### config.mk
export PLATFORM = sky130hd
export DESIGN_NAME = adc_par_emu
export DESIGN_NICKNAME = d
export VERILOG_FILES = /design/src/rtl/adcif_pkg.sv /design/src/rtl/adcif_edge.sv /design/src/rtl/adcif_conv_seq.sv /design/src/rtl/adcif_ctrl_reg.sv /design/src/rtl/adcif_rd_mux.sv /design/src/rtl/adc_par_emu.sv
export SDC_FILE = /design/constraint.sdc
export NUM_CORES = 1
export LEC_CHECK = 0
export CAP_MARGIN = 0
export CORE_ASPECT_RATIO = 0.8
export CORE_UTILIZATION = 40
export CTS_BUF_LIST = sky130_fd_sc_hd__clkbuf_2
export CTS_CLUSTER_SIZE = 25
export DETAILED_ROUTE_END_ITERATION = 10
export PLACE_DENSITY_LB_ADDON = 0.2
export SLEW_MARGIN = 20
export SYNTH_ARGS = -nofsm -noshare
export SYNTH_HDL_FRONTEND = slang
export SYNTH_SLANG_ARGS = --single-unit
### constraint.sdc
create_clock -name clk -period 2.95 [get_ports clk]
set_clock_uncertainty 0.1 [all_clocks]
set_input_delay 0.59 -clock clk [delete_from_list [all_inputs] [get_ports clk]]
set_output_delay 0.59 -clock clk [all_outputs]
set_load 0.005 [all_outputs]
### src/rtl/adcif_pkg.sv
package adcif_pkg;

    localparam int RES_W      = 12;
    localparam int CH_W       = 2;
    localparam int BUS_W      = 12;
    localparam int BYTE_W     = 8;
    localparam int NIB_W      = 4;
    localparam int HSEL_BIT   = 8;
    localparam int CONV_EDGES = 13;

    typedef enum logic [1:0] {
        PM_RUN       = 2'b00,
        PM_RUN_ALT   = 2'b01,
        PM_AUTO_OFF  = 2'b10,
        PM_AUTO_STBY = 2'b11
    } pm_e;

    typedef enum logic [1:0] {
        ST_TRACK = 2'd0,
        ST_CONV  = 2'd1,
        ST_SLEEP = 2'd2
    } conv_st_e;

    typedef struct packed {
        logic [CH_W-1:0]  ch;
        logic [RES_W-1:0] val;
    } sample_t;

    typedef struct packed {
        logic [BUS_W-1:0] dat;
        logic [BUS_W-1:0] oe;
    } bus_drv_t;

    localparam logic [BUS_W-1:0] OE_WORD = {BUS_W{1'b1}};
    localparam logic [BUS_W-1:0] OE_BYTE = BUS_W'({BYTE_W{1'b1}});

    function automatic logic pm_sleeps(input logic [1:0] pm);
        return (pm == PM_AUTO_OFF) || (pm == PM_AUTO_STBY);
    endfunction

    function automatic bus_drv_t lay_word(input sample_t s);
        bus_drv_t d;
        d.dat = BUS_W'(s.val);
        d.oe  = OE_WORD;
        return d;
    endfunction

    function automatic bus_drv_t lay_low(input sample_t s);
        bus_drv_t d;
        d.dat = BUS_W'(s.val[BYTE_W-1:0]);
        d.oe  = OE_BYTE;
        return d;
    endfunction

    // upper nibble, channel tag above it, zero padding to the byte edge
    function automatic bus_drv_t lay_high(input sample_t s);
        bus_drv_t d;
        logic [BYTE_W-1:0] b;
        b = '0;
        b[NIB_W-1:0]           = s.val[RES_W-1:BYTE_W];
        b[NIB_W+CH_W-1:NIB_W]  = s.ch;
        d.dat = BUS_W'(b);
        d.oe  = OE_BYTE;
        return d;
    endfunction

endpackage

### src/rtl/adcif_edge.sv
module adcif_edge (
    input  logic clk,
    input  logic d,
    output logic rise,
    output logic fall
);
    logic q;

    // follows the pin during reset too, so leaving reset never shows a false edge
    always_ff @(posedge clk) begin
        q <= d;
    end

    assign rise = d & ~q;
    assign fall = ~d & q;
endmodule

### src/rtl/adcif_conv_seq.sv
module adcif_conv_seq
    import adcif_pkg::*;
#(
    parameter int EDGES = CONV_EDGES,
    localparam int CNT_W = $clog2(EDGES + 1)
) (
    input  logic    clk,
    input  logic    rst,
    input  logic    start_fall,
    input  logic    wake_rise,
    input  logic    mclk_rise,
    input  logic    auto_sleep,
    input  sample_t smp,
    output logic    busy,
    output sample_t res
);
    localparam logic [CNT_W-1:0] LAST = CNT_W'(EDGES - 1);

    conv_st_e         st;
    logic [CNT_W-1:0] cnt;
    sample_t          hold;

    always_ff @(posedge clk) begin
        if (rst) begin
            st   <= ST_TRACK;
            cnt  <= '0;
            hold <= '0;
            res  <= '0;
        end else begin
            unique case (st)
                ST_TRACK: begin
                    if (start_fall) begin
                        hold <= smp;
                        cnt  <= '0;
                        st   <= ST_CONV;
                    end
                end
                ST_CONV: begin
                    if (mclk_rise) begin
                        if (cnt == LAST) begin
                            res <= hold;
                            st  <= auto_sleep ? ST_SLEEP : ST_TRACK;
                        end else begin
                            cnt <= cnt + 1'b1;
                        end
                    end
                end
                ST_SLEEP: begin
                    if (wake_rise) st <= ST_TRACK;
                end
                default: st <= ST_TRACK;
            endcase
        end
    end

    assign busy = (st == ST_CONV);
endmodule

### src/rtl/adcif_ctrl_reg.sv
module adcif_ctrl_reg
    import adcif_pkg::*;
#(
    parameter int W = BUS_W
) (
    input  logic         clk,
    input  logic         rst,
    input  logic         wr_rise,
    input  logic         cs_n,
    input  logic         word_mode,
    input  logic [W-1:0] db_i,
    output logic [W-1:0] ctrl_q
);
    logic hsel;
    logic hi_clean;

    assign hsel     = db_i[HSEL_BIT];
    assign hi_clean = (db_i[BYTE_W-1:NIB_W] == '0);

    always_ff @(posedge clk) begin
        if (rst) begin
            ctrl_q <= '0;
        end else if (wr_rise && !cs_n) begin
            if (word_mode) begin
                ctrl_q <= db_i;
            end else if (!hsel) begin
                ctrl_q[BYTE_W-1:0] <= db_i[BYTE_W-1:0];
            end else if (hi_clean) begin
                ctrl_q[W-1:BYTE_W] <= db_i[W-BYTE_W-1:0];
            end
        end
    end
endmodule

### src/rtl/adcif_rd_mux.sv
module adcif_rd_mux
    import adcif_pkg::*;
(
    input  logic             cs_n,
    input  logic             rd_n,
    input  logic             word_mode,
    input  logic             hsel,
    input  sample_t          res,
    output logic [BUS_W-1:0] db_o,
    output logic [BUS_W-1:0] db_oe
);
    bus_drv_t drv;

    always_comb begin
        drv = '0;
        if (!cs_n && !rd_n) begin
            if (word_mode)  drv = lay_word(res);
            else if (hsel)  drv = lay_high(res);
            else            drv = lay_low(res);
        end
    end

    assign db_o  = drv.dat;
    assign db_oe = drv.oe;
endmodule

### src/rtl/adc_par_emu.sv
module adc_par_emu
    import adcif_pkg::*;
#(
    parameter int EDGES = CONV_EDGES
) (
    input  logic             clk,
    input  logic             rst,
    input  logic             convst_n,
    input  logic             mclk,
    input  logic             cs_n,
    input  logic             rd_n,
    input  logic             wr_n,
    input  logic             word_mode,
    input  logic [RES_W-1:0] smp_val,
    input  logic [CH_W-1:0]  smp_ch,
    input  logic [BUS_W-1:0] db_i,
    output logic [BUS_W-1:0] db_o,
    output logic [BUS_W-1:0] db_oe,
    output logic             busy,
    output logic [BUS_W-1:0] ctrl_q
);
    logic    cv_rise, cv_fall;
    logic    mk_rise, mk_fall;
    logic    wr_rise, wr_fall;
    sample_t smp;
    sample_t res_q;
    logic    auto_sleep;

    adcif_edge u_cv_edge (.clk(clk), .d(convst_n), .rise(cv_rise), .fall(cv_fall));
    adcif_edge u_mk_edge (.clk(clk), .d(mclk),     .rise(mk_rise), .fall(mk_fall));
    adcif_edge u_wr_edge (.clk(clk), .d(wr_n),     .rise(wr_rise), .fall(wr_fall));

    assign smp.val    = smp_val;
    assign smp.ch     = smp_ch;
    assign auto_sleep = pm_sleeps(ctrl_q[1:0]);

    adcif_conv_seq #(.EDGES(EDGES)) u_seq (
        .clk(clk), .rst(rst),
        .start_fall(cv_fall), .wake_rise(cv_rise), .mclk_rise(mk_rise),
        .auto_sleep(auto_sleep), .smp(smp),
        .busy(busy), .res(res_q)
    );

    adcif_ctrl_reg #(.W(BUS_W)) u_ctrl (
        .clk(clk), .rst(rst), .wr_rise(wr_rise), .cs_n(cs_n),
        .word_mode(word_mode), .db_i(db_i), .ctrl_q(ctrl_q)
    );

    adcif_rd_mux u_mux (
        .cs_n(cs_n), .rd_n(rd_n), .word_mode(word_mode),
        .hsel(db_i[HSEL_BIT]), .res(res_q),
        .db_o(db_o), .db_oe(db_oe)
    );

    logic unused_edges;
    assign unused_edges = mk_fall | wr_fall;
endmodule

Yosys cells after proc, flatten, opt, wreduce, memory -nomap -nowiden
Index checks and enable logic that the tools add are counted.

word-level totals
  register bits = 49
  input bits = 34
  output and inout port bits = 37
  word-level logic and storage cells = 64

operators by class
  add/sub/neg operators = 1
  equal/unequal tests = 11
  muxes and demuxes = 17
  bitwise logic cells = 8
  reduce and logical (&&, ||, !) cells = 16

operator list
  kind                                                              count
  24-bit two-way mux                                                2
  20-bit two-way mux                                                1
  4-bit two-way mux                                                 5
  12-bit two-way mux                                                1
  2-bit two-way mux                                                 5
  8-bit two-way mux                                                 1
  2-bit != test (second input constant)                             4
  4-bit case mux with 2 select lines                                1
  4-bit AND reduction                                               2
  2-bit == test (second input constant)                             3
  2-bit case mux with 3 select lines                                1
  3-bit AND reduction                                               2
  2-bit nonzero test                                                3
  4-bit by 1-bit adder with 4-bit output (second input constant)    1
  1-bit AND                                                         4
  4-bit == test (second input constant)                             1
  4-bit logical NOT                                                 1
  2-bit by 1-bit != test with 1-bit output (second input constant)  2
  1-bit NOT                                                         4
  2-bit AND reduction                                               2
  2-bit by 1-bit == test with 1-bit output (second input constant)  1
  1-bit logical AND                                                 2
  1-bit logical NOT                                                 2
  2-bit logical NOT                                                 1
  1-bit logical OR                                                  1

Logic depth before layout (Yosys ltp)
  depth in word-level cells = 6
  gate-level depth with buffers = 7
  depth with buffers taken out = 5

Hierarchy
A second synthesis with hierarchy kept.

unflattened totals
  cell total of the unflattened synthesis = 273
  area, all modules = 2,341.0 um^2

modules (own cells, without submodules)
  module          times used  cells each  area each (um^2)  seq. area each (um^2)
  adcif_conv_seq  1           169         1,413.9           680.7
  adcif_ctrl_reg  1           60          559.3             240.2
  adcif_rd_mux    1           34          259.0             0.0
  adcif_edge      3           3           35.0              20.0
  adc_par_emu     1           1           3.8               0.0

Worst setup path after synthesis
Ideal clock, no wire load.

  path kind = input to output
  start = input rd_n
  end = output db_oe[10]
  data arrival time = 1.615 ns
  required time = 2.260 ns
  slack = 0.645 ns
  stages = 5
  buffers on the path = 2
  cells stage by stage = or2_2 clkbuf_1 inv_1 and2_1 buf_4

on the way
  word-level cells in the longest chain between the ends = 3

RTL lines
  item                line                text
  from (decl)         adc_par_emu.sv:11   input logic rd_n,
  1-bit logical NOT   adcif_rd_mux.sv:16  if (!cs_n && !rd_n) begin
  1-bit logical AND   adcif_rd_mux.sv:16
  24-bit two-way mux  adcif_rd_mux.sv:16
  to (decl)           adc_par_emu.sv:18   output logic [BUS_W-1:0] db_oe,

No other way between the ends.

Worst setup path in the final report
  start = input word_mode
  end = output db_o[4]

on the way
  word-level cells in the longest chain between the ends = 2

RTL lines
  item                line                text
  from (decl)         adc_par_emu.sv:13   input logic word_mode,
  24-bit two-way mux  adcif_rd_mux.sv:17  if (word_mode) drv = lay_word(res);
  24-bit two-way mux  adcif_rd_mux.sv:16
  to (decl)           adc_par_emu.sv:17   output logic [BUS_W-1:0] db_o,

No other way between the ends.

==> results.cfg <==
[place]
place_area_sq_mm = 0.002992
dp.cells = 411
port-buffer-count = 70
place_congestion = 0.7952
preCtsSetupSlack_ns = -0.003738
hpwl_microns = 4064

[final_layout]
drive_above_1_share_pct = 10.85
diodes = 0
final_cell_area_sq_mm = 0.003057
final_cells = 419
area_growth_pct = 35.87
fin_nets = 376

[global_routing]
grt_pass1_vias = 1838
grt_use_total_pct = 19.23
grt_overflow = 0
grt_pass1_wl_microns = 9073
grt_max_degree = 20
antenna_found_initial = 0

[min_path]
whs_path_depth = 2
hold_path_class = flop to flop

[power]
p_total_mw = 1.158
leakagePower_nw = 1.099
ir_worst_vdd_v = 0.0001981
power_density_mw_per_mm2 = 378.7

[die]
rows = 24
ios = 71
die_w_microns = 85.85
coreArea_sq_mm = 0.005435
initial_core_util_pct = 41.39
die_y_microns = 69.08
die_area_sq_mm = 0.005930

[setup_path]
worstPathRequired_ns = 2.26
reg2regPathDepth = 5
endpoint_kind = primary output
cp_top_family = buffers and inverters
crit_type = input port to primary output
crit_top_cell = clkdlybuf4s50_1
slowest_delay_ns = 0.53
worst-path-buf-inv = 3
cp_cell_sequence = clkdlybuf4s50_1 > nor2b_2 > buf_4 > nand2_1 > a21oi_1 > clkdlybuf4s50_1
cp.arrival_ns = 2.16
crit_slowest_cell = clkdlybuf4s50_1
ff2ff_setup_slack_ns = 1.06
start_kind = input port
crit_fanout = 10
crit_cells = 6

[sta]
setup_viol = 0
tightestPinTransition_ns = 0.6199
maxSlewHeadroom_pct = 58.55
final_max_slew_viol_count = 0
fin_crit_ns = 2.849
rsz0062_at_grt = no
fin_crit_sh_pct = 96.58
max_freq_mhz = 351.0
final_hold_viol_count = 0
timing.setup.tns_ns = 0
final.setup.worst_slack_ns = 0.1010

[detailed_routing]
drtIter0Drc = 114
wire_per_inst_microns = 12.87
drtPass1Iterations = 7
ant_nets = 0
num_vias = 2072
drt_drc_violations_left = 2
routed_wl_microns = 5391
vias_per_cell = 4.945

[synthesis]
synth_area_leaders = dfxtp_1, a21oi_1, nand2_1
synthDistinctLibCells = 34
synth_edf_count = 0
yosysWarnings = 0
netlist.area_leader.share_pct = 43.60
syn_area_sq_mm = 0.002250
yosysTopAreaCell = dfxtp_1
avgSynthCellArea_sq_um = 8.063
ys_ff_latch = 49
netlist_instances = 279
synth_ff_type = dfxtp_1
async_flop_share_pct = 0
yosysSeqAreaShare_pct = 43.60
syn_nets = 315

[cts]
clock-sinks = 49
h-tree-depth = 2
post_cts_buffers = 0
cts_buffer_depth = 2
clockRootBuffer = clkbuf_2
cts_tree = built
cts_made_buffers = 5
cts.clk_slew.worst_paths_ns = 0.24
clock_latency_ns = 0.44

[status]
violations = DRC
status = finished, violations left

[flow_run]
cap_violations = 0
==> power by group <==
| group | switching, mW | internal (mW) |
|---|---|---|
| clock network | 0.229 | 0.0631 |
| registers | 0.0132 | 0.681 |
| logic | 0.0728 | 0.0983 |
==> cells by family (layout without fill, tap and decap cells) <==
logic type,count (synthesis),in the layout,synth area share (%)
AND/OR/NAND/NOR,108,108,25.36
multiplexers,9,9,4.282
AO/OA/AOI/OAI,74,74,17.13
flip-flops,49,49,43.60
buffers and inverters,37,99,8.509
adder cells (fa/ha/maj),2,2,1.112
==> cells in the mapped netlist (2+ instances only) <==
| cell type | count |
|---|---|
| nand4_1 | 3 |
| buf_4 | 10 |
| mux2_2 | 5 |
| buf_2 | 6 |
| dfxtp_1 | 49 |
| nand2b_1 | 2 |
| nor4b_1 | 2 |
| clkbuf_1 | 13 |
| o21ai_0 | 25 |
| nand2_1 | 43 |
| a21oi_1 | 44 |
| inv_1 | 6 |
| a31oi_1 | 2 |
| mux2i_1 | 4 |
| nor3b_1 | 2 |
| nor2b_1 | 6 |
| nand3_1 | 29 |
| ha_1 | 2 |
| and3_1 | 7 |
| nor2_1 | 5 |
==> routing by layer <==
layer  share of wire (%)  up-vias  global-route usage, %
met5                   0        -                      0
met4                 1.3        0                  6.111
met3                 3.3        7                  3.593
met2                  42       48                  26.76
met1                  54      937                  29.54
li1                    -     1080                      -
==> cells in the final DEF, fill, tap and decap left out, types with 2 or more instances in the layout <==
cell type and n:
clkdlybuf4s50_1 69, dfxtp_1 49, a21oi_1 44, nand2_1 43, nand3_1 29, o21ai_0 25, buf_4 15, and3_1 7
inv_1 5, nor2_1 5, nor2b_1 5, mux2_2 5, clkbuf_2 5, mux2i_1 4, nand4_1 3, a31oi_1 2
nor4b_1 2, nor3b_1 2, ha_1 2
==> layout make-up <==
cell class	instances	area [sq um]
Clock buffer	5	25.02
Clock inverter	3	25.02
Fill cell	526	2379
Inverter	6	22.52
Multi-Input combinational cell	193	1090
Sequential cell	49	980.9
Tap cell	78	97.59
Timing Repair Buffer	85	815.8
==> timing repair <==
item                                    4_1_cts  5_1_grt
hold buffers                                  0        0
endpoints found under the setup margin        2       21
resized for setup                             1        5
==> per-stage QoR <==
step	hold WS, ns	utilization [%]
after floorplan	0.3366	-
after global routing	0.4018	56.24
after CTS	0.3771	56.01
after global placement	0.3462	55.04
final	0.3751	56.24
after detailed placement	0.3512	55.04
==> state kept, by name, indices dropped and copies added (netlist names) <==
signal         count
u_mk_edge.q        1
u_seq.cnt          4
u_ctrl.ctrl_q     12
u_wr_edge.q        1
u_seq.res         14
u_seq.st           2
u_cv_edge.q        1
u_seq.hold        14
==> worst paths after layout <==
check / startpoint / to
min reg2reg: u_seq.hold[1] / u_seq.hold[1]
max reg2reg: u_seq.cnt[0] / u_seq.cnt[2]
min: u_seq.hold[1] / u_seq.hold[1]
max: word_mode / db_o[4]
==> worst min-delay path, delay by kind of cell, from the launching register on <==
kind,cells,cell delay (ns)
and+or+nand+nor,1,0.05
AOI/OAI and AO/OA,1,0.05
DFF,1,0.37
Note: power is estimated with default switching activity, not from simulation.
